===== src/rtl/ostmr_pkg.sv =====
package ostmr_pkg;
  localparam int unsigned NUM_CH = 4;
  localparam int unsigned IDX_W  = 3;

  typedef enum logic [IDX_W-1:0] {
    IDX_MATCH0 = 3'd0,
    IDX_MATCH1 = 3'd1,
    IDX_MATCH2 = 3'd2,
    IDX_MATCH3 = 3'd3,
    IDX_COUNT  = 3'd4,
    IDX_STAT   = 3'd5,
    IDX_IE     = 3'd6,
    IDX_WDOG   = 3'd7
  } reg_idx_e;

  localparam int unsigned WDOG_CH = NUM_CH - 1;
endpackage


===== src/rtl/ostmr_prescale.sv =====
module ostmr_prescale #(
  parameter int unsigned DIV = 3  // must be >= 2
) (
  input  logic clk_i,
  input  logic rst_ni,
  output logic tick_o
);
  localparam int unsigned PW = (DIV > 2) ? $clog2(DIV) : 1;

  logic [PW-1:0] div_q;

  assign tick_o = (div_q == PW'(DIV - 1));

  always_ff @(posedge clk_i or negedge rst_ni) begin
    if (!rst_ni)     div_q <= '0;
    else if (tick_o) div_q <= '0;
    else             div_q <= div_q + 1'b1;
  end
endmodule


===== src/rtl/ostmr_match.sv =====
module ostmr_match #(
  parameter int unsigned CNT_W  = 32,
  parameter int unsigned NUM_CH = 4
) (
  input  logic                          tick_i,
  input  logic [CNT_W-1:0]              cnt_i,
  input  logic [NUM_CH-1:0][CNT_W-1:0]  match_i,
  output logic [NUM_CH-1:0]             hit_o
);
  for (genvar g = 0; g < NUM_CH; g++) begin : g_ch
    assign hit_o[g] = tick_i && (cnt_i == match_i[g]);
  end
endmodule


===== src/rtl/ostmr_status.sv =====
module ostmr_status #(
  parameter int unsigned NUM_CH = 4
) (
  input  logic              clk_i,
  input  logic              rst_ni,
  input  logic              clr_we_i,
  input  logic [NUM_CH-1:0] clr_mask_i,
  input  logic [NUM_CH-1:0] hit_i,
  output logic [NUM_CH-1:0] stat_o
);
  logic [NUM_CH-1:0] stat_q;

  for (genvar g = 0; g < NUM_CH; g++) begin : g_flag
    // a hit in the same cycle overrides the clear
    always_ff @(posedge clk_i or negedge rst_ni) begin
      if (!rst_ni)                       stat_q[g] <= 1'b0;
      else if (hit_i[g])                 stat_q[g] <= 1'b1;
      else if (clr_we_i && clr_mask_i[g]) stat_q[g] <= 1'b0;
    end
  end

  assign stat_o = stat_q;
endmodule


===== src/rtl/ostmr_top.sv =====
module ostmr_top
  import ostmr_pkg::*;
#(
  parameter int unsigned CNT_W    = 32,
  parameter int unsigned TICK_DIV = 3
) (
  input  logic              clk_i,
  input  logic              rst_ni,
  input  logic              reg_we_i,
  input  logic [IDX_W-1:0]  reg_addr_i,
  input  logic [CNT_W-1:0]  reg_wdata_i,
  output logic [CNT_W-1:0]  reg_rdata_o,
  output logic [NUM_CH-1:0] irq_o,
  output logic              rst_req_o
);
  logic                         tick;
  logic [CNT_W-1:0]             cnt_q;
  logic [NUM_CH-1:0][CNT_W-1:0] match_q;
  logic [NUM_CH-1:0]            ie_q;
  logic                         wdog_q;
  logic                         rst_req_q;
  logic [NUM_CH-1:0]            hit;
  logic [NUM_CH-1:0]            stat;
  logic                         we_cnt, we_stat, we_ie, we_wdog;

  assign we_cnt  = reg_we_i && (reg_addr_i == IDX_COUNT);
  assign we_stat = reg_we_i && (reg_addr_i == IDX_STAT);
  assign we_ie   = reg_we_i && (reg_addr_i == IDX_IE);
  assign we_wdog = reg_we_i && (reg_addr_i == IDX_WDOG);

  ostmr_prescale #(.DIV(TICK_DIV)) u_pre (
    .clk_i  (clk_i),
    .rst_ni (rst_ni),
    .tick_o (tick)
  );

  ostmr_match #(.CNT_W(CNT_W), .NUM_CH(NUM_CH)) u_match (
    .tick_i  (tick),
    .cnt_i   (cnt_q),
    .match_i (match_q),
    .hit_o   (hit)
  );

  ostmr_status #(.NUM_CH(NUM_CH)) u_stat (
    .clk_i      (clk_i),
    .rst_ni     (rst_ni),
    .clr_we_i   (we_stat),
    .clr_mask_i (reg_wdata_i[NUM_CH-1:0]),
    .hit_i      (hit),
    .stat_o     (stat)
  );

  // software load wins over the tick increment
  always_ff @(posedge clk_i or negedge rst_ni) begin
    if (!rst_ni)     cnt_q <= '0;
    else if (we_cnt) cnt_q <= reg_wdata_i;
    else if (tick)   cnt_q <= cnt_q + 1'b1;
  end

  for (genvar g = 0; g < NUM_CH; g++) begin : g_mreg
    always_ff @(posedge clk_i or negedge rst_ni) begin
      if (!rst_ni) match_q[g] <= '0;
      else if (reg_we_i && (reg_addr_i == IDX_W'(g))) match_q[g] <= reg_wdata_i;
    end
  end

  always_ff @(posedge clk_i or negedge rst_ni) begin
    if (!rst_ni) begin
      ie_q      <= '0;
      wdog_q    <= 1'b0;
      rst_req_q <= 1'b0;
    end else begin
      if (we_ie) ie_q <= reg_wdata_i[NUM_CH-1:0];
      if (we_wdog && reg_wdata_i[0]) wdog_q <= 1'b1;  // set-only
      rst_req_q <= hit[WDOG_CH] && wdog_q;
    end
  end

  always_comb begin
    reg_rdata_o = '0;
    unique case (reg_addr_i)
      IDX_MATCH0, IDX_MATCH1,
      IDX_MATCH2, IDX_MATCH3: reg_rdata_o = match_q[reg_addr_i[1:0]];
      IDX_COUNT:              reg_rdata_o = cnt_q;
      IDX_STAT:               reg_rdata_o = CNT_W'(stat);
      IDX_IE:                 reg_rdata_o = CNT_W'(ie_q);
      IDX_WDOG:               reg_rdata_o = CNT_W'(wdog_q);
      default:                reg_rdata_o = '0;
    endcase
  end

  assign irq_o     = ie_q & stat;
  assign rst_req_o = rst_req_q;
endmodule


===== config.mk =====
export PLATFORM = sky130hd
export DESIGN_NAME = ostmr_top
export DESIGN_NICKNAME = d
export VERILOG_FILES = /design/src/rtl/ostmr_pkg.sv /design/src/rtl/ostmr_prescale.sv /design/src/rtl/ostmr_match.sv /design/src/rtl/ostmr_status.sv /design/src/rtl/ostmr_top.sv
export SDC_FILE = /design/constraint.sdc
export NUM_CORES = 1
export LEC_CHECK = 0
export BUFFER_PORTS_ARGS = -buffer_cell sky130_fd_sc_hd__buf_2
export CAP_MARGIN = 25
export CELL_PAD_IN_SITES_DETAIL_PLACEMENT = 1
export CELL_PAD_IN_SITES_GLOBAL_PLACEMENT = 2
export CORE_UTILIZATION = 40
export DETAILED_ROUTE_END_ITERATION = 16
export GPL_ROUTABILITY_DRIVEN = 0
export PLACE_DENSITY = 0.83
export SYNTH_ARGS = -nofsm -noshare
export SYNTH_HDL_FRONTEND = slang
export SYNTH_SLANG_ARGS = --single-unit

===== constraint.sdc =====
create_clock -name clk_i -period 3.1 [get_ports clk_i]
set_clock_uncertainty 0.1 [all_clocks]
set_input_delay 0.155 -clock clk_i [delete_from_list [all_inputs] [get_ports clk_i]]
set_output_delay 0.155 -clock clk_i [all_outputs]
set_load 0.05 [all_outputs]

=== Yosys cells after proc, flatten, opt, wreduce, memory -nomap -nowiden ===
Cells that the tools add are included.

* Input port bits: 38
* Output and inout port bits: 37
* Word-level logic and storage cells: 68
* Register bits: 172

* Bitwise gates (word level): 1
* Muxes and demuxes: 14
* Eq/ne operators: 12
* Magnitude comparators: 1
* $add $sub $neg: 2
* Reduce and logical (&&, ||, !) cells: 25

{| class="wikitable"
|+ Operator list
! cell !! number
|-
| $pmux W32 S5 || 1
|-
| $eq A32 B32 Y1 || 4
|-
| $mux W32 || 3
|-
| $bmux W32 S2 || 1
|-
| $add A32 B1 Y32 const B || 1
|-
| $logic_and A1 B1 Y1 || 18
|-
| $eq A3 B3 Y1 const B || 4
|-
| $reduce_bool A2 Y1 || 5
|-
| $mux W1 || 8
|-
| $eq A3 B2 Y1 const B || 2
|-
| $and A4 B4 Y4 || 1
|-
| $reduce_or A4 Y1 || 1
|-
| $eq A3 B1 Y1 const B || 1
|-
| $logic_not A3 Y1 || 1
|-
| $lt A2 B3 Y1 const B || 1
|-
| $add A2 B1 Y2 const B || 1
|-
| $eq A2 B2 Y1 const B || 1
|-
| $mux W2 || 1
|}

=== Logic depth before layout (Yosys ltp) ===
* Depth in word-level cells: 5
* Depth in mapped cells: 7
* Mapped depth without buffers: 6

=== Hierarchy ===
A second synthesis with hierarchy kept.

* Cell total of the unflattened synthesis: 844
* Area total of the unflattened synthesis: 9755.6 sq um

{| class="wikitable"
|+ Modules (own cells, without submodules)
! module !! seq. area each (sq um) !! area an instance (sq um) !! cells each !! instances
|-
| ostmr_top || 4154.0 || 8126.5 || 651 || 1
|-
| ostmr_match || 0.0 || 1415.1 || 176 || 1
|-
| ostmr_status || 100.1 || 145.1 || 12 || 1
|-
| ostmr_prescale || 50.0 || 68.8 || 5 || 1
|}

=== Least setup slack after synthesis ===
No wires, ideal clock.

* Path kind: register -> output
* Start point: register cnt_q[3]
* End point: output reg_rdata_o[3]
* Arrival time: 2.004 ns
* Required time: 2.845 ns
* Path slack: 0.841 ns
* Cell stages (with the launch flop): 6
* Buffers on the path: 1
* Cell sequence: dfrtp_1 -> clkbuf_1 -> mux2i_1 -> nor2_1 -> a21oi_1 -> o21ai_0

* Longest elaborated chain between the ends: 1

{| class="wikitable"
|+ RTL lines
! item !! RTL line !! RTL
|-
| start, declared || ostmr_top.sv:17 || <nowiki>logic [CNT_W-1:0] cnt_q;</nowiki>
|-
| start signal, assigned || ostmr_top.sv:56 || <nowiki>else if (we_cnt) cnt_q <= reg_wdata_i;</nowiki>
|-
| start signal, assigned || ostmr_top.sv:57 || <nowiki>else if (tick) cnt_q <= cnt_q + 1'b1;</nowiki>
|-
| $pmux W32 S5 || ostmr_top.sv:81 || <nowiki>unique case (reg_addr_i)</nowiki>
|-
| end, declared || ostmr_top.sv:12 || <nowiki>output logic [CNT_W-1:0] reg_rdata_o,</nowiki>
|}

No other way between the ends.

=== Worst setup path after layout ===
* Start point: input reg_addr_i[2]
* End point: output reg_rdata_o[8]

* Longest elaborated chain between the ends: 3
* Elaborated cells between the ends (all ways): 10
* Classes of those cells: eq/ne (7); mux (1); reduce/logical (2)

{| class="wikitable"
|+ RTL lines
! item !! RTL line !! RTL
|-
| start, declared || ostmr_top.sv:10 || <nowiki>input logic [IDX_W-1:0] reg_addr_i,</nowiki>
|-
| $eq A3 B1 Y1, or another cell as far along || ostmr_top.sv:81 ||
|-
| $reduce_or A4 Y1 || ostmr_top.sv:81 ||
|-
| $pmux W32 S5 (*) || ostmr_top.sv:81 ||
|}

Every way passes the cells marked *; elsewhere a longest branch is shown, timed or not.

==> metrics.yaml <==
run_status:
  outcome: "complete, no violations"
critical_path:
  crit_buf_inv: 4
  start_kind: "primary input"
  critical_path.cell_chain: "dlygate4sd3_1 -> buf_2 -> nand2b_1 -> nor2_2 -> buf_12 -> a22o_1 -> buf_2"
  crit_start: "reg_addr_i[2]"
  cp.required_ns: 2.84
  max_stage_delay_ns: 0.52
  cp-end-kind: "output pin"
  cp_max_fo: 25
  crit_family: "buffers and inverters"
  slowest_stage: "dlygate4sd3_1"
  path_class: "primary input to output pin"
  crit_top_cell: "buf_2"
  crit-reg2reg-launch: "cnt_q[11]"
  arrival_ns: 2.27
power_and_ir_drop:
  p_leak_nw: 4.62
  peakVddDrop_v: 0.000328
  power_w: 0.00823
  power_density_nw_per_um2: 722
die:
  core.rowCount: 57
  die_w_um: 159
  dieArea_um2: 25300
  die_y_um: 159
  io_pins: 75
  coreArea_um2: 24200
  start_util: 0.407
layout:
  final_cell_area_um2: 11400
  area_delta_synth_final_pct: 15.5
  drive_gt1_frac: 0.330
  nNetsFinal: 943
  most-common-layout-cells: "dfrtp_1 (172), mux2_2 (128), xor2_1 (80)"
  nFillCells: 2570
  diodes: 0
  layout_commonest_cell: "dfrtp_1"
global_routing:
  grt_pass1_vias: 7404
  antenna_found_initial: 0
  grt_max_degree: 68
  grt_overflow: 0
  grt_usage: 0.254
  grt_pass1_wl_um: 48000
timing:
  timing.fmax_mhz: 395
  finalHoldViolations: 0
  setup-violations-final: 0
  period_minus_slack_ns: 2.53
  tns_ns: 0
  slew_violations: 0
  slew_headroom: 0.479
  period_share: 0.816
  rsz0062_at_grt: "no"
  tightest_slew_ns: 0.775
logic_synthesis:
  syn_avg_cell_area_um2: 11.9
  async_reset_ff_frac: 1.00
  synthCells: 828
  ys.flop_type: "dfrtp_1"
  synth-seq-area-share: 0.436
  yosys_warnings: 0
  syn_nets: 867
  synth_top_area_cell: "dfrtp_1"
  ys_top_cells_by_area: "dfrtp_1 (44%), mux2_2 (15%), mux4_2 (7.5%)"
  syn_area_um2: 9860
  synth_seq_cells: 172
  synth_cell_types: 43
  synth_edf_count: 0
  yosys.area.top_type_share: 0.436
job:
  maxCapViolCount: 0
placement:
  placed_area_um2: 10500
  dp_hpwl_um: 21300
  io_buffer_count: 74
detailed_routing:
  wl_per_cell_um: 24.8
  vias: 6993
  drc_errors: 0
  firstDrtPassIters: 5
  wirelength_um: 30700
  drt-initial-drc-count: 462
  drtAntennaViolNets: 0
  post_drt_via_cell_ratio: 5.63
cts:
  cts_tree: "yes"
  cts_max_path_buffers: 2
  path_clk_slew_ns: 0.07
  htreeDepth: 4
  numCtsBuffers: 17
  clkSinkCount: 172
  cts_resized: 0
  clk_latency_ns: 0.44
  cts_setup_buffers: 0
  cts-root-buf: "clkbuf_16"
  postCtsHoldBufs: 34
worst_hold_path:
  hold_path_class: "primary input to register"
  hold_path.startpoint: "reg_we_i"
[synth_stat cells (all sizes together) (9+ instances only)]
library cell,count
nand3,10
xnor2,75
a22o,28
clkbuf,19
buf,52
nand4,34
dfrtp,172
nor2,19
nor4,26
a21oi,9
mux2,132
nand2,52
mux4,33
xor2,80
o21ai,32
[cells by family (layout without fill, tap and decap cells)]
family	count (synthesis)	in the layout	share of synthesized area
simple gates	179	179	0.104
flops	172	172	0.436
mux	168	168	0.229
xor+xnor	155	155	0.138
buf+inv	79	168	0.0410
compound gates	74	74	0.0501
fa+ha+maj	1	1	0.00127
[state kept, by name, indices dropped and copies added, names as in the netlist]
name           flops
match_q          128
cnt_q             32
ie_q               4
u_stat.stat_o      4
u_pre.div_q        2
rst_req_o          1
wdog_q             1
[layer usage]
layer | part of all wire | global-route usage
met4 | 0.030 | 0.0896
met2 | 0.48 | 0.409
met1 | 0.44 | 0.341
met5 | 0 | 0
met3 | 0.046 | 0.0503
[through the flow]
step	cells	setup slack [ns]	util	hold slack (ns)
2_1_floorplan	828	0.841	-	-0.241
3_3_place_gp	1175	0.922	0.432	0.104
3_5_place_dp	1175	0.886	0.432	0.104
4_1_cts	1241	0.562	0.470	0.0418
5_1_grt	1241	0.476	0.470	0.0676
6_report	1241	0.570	0.470	0.0615
[area by class of cell]
type	count	area, µm²	area share
Multi-Input combinational cell	577	5180	0.454
Sequential cell	172	4300	0.378
Timing Repair Buffer	128	905	0.0794
Clock buffer	22	454	0.0399
Tap cell	324	405	0.0356
Clock inverter	10	118	0.0103
Inverter	8	30.0	0.00264
[report_power, final]
part	internal, W	switching (W)	total, W
clock network	0.00121	0.000930	0.00214
registers	0.00274	0.000753	0.00349
logic	0.00118	0.00142	0.00260
total	0.00512	0.00311	0.00823
[path summary, 6_finish.rpt]
path	endpoint	slack [ns]	cells after the start
min in group asynchronous	ie_q[3]	0.18	2
min	wdog_q	0.06	3
max in group asynchronous	match_q[89]	1.86	3
max reg2reg	cnt_q[27]	0.87	5
min reg2reg	u_pre.div_q[0]	0.38	1
max	reg_rdata_o[8]	0.57	7
[worst reg2reg max path: cells and delay by family (launching register included)]
family          cells  cell delay, ns
simple gates        3            1.12
flops               1            0.60
xor+xnor            1            0.18
compound gates      1            0.15
(Power assumes the default switching activity.)
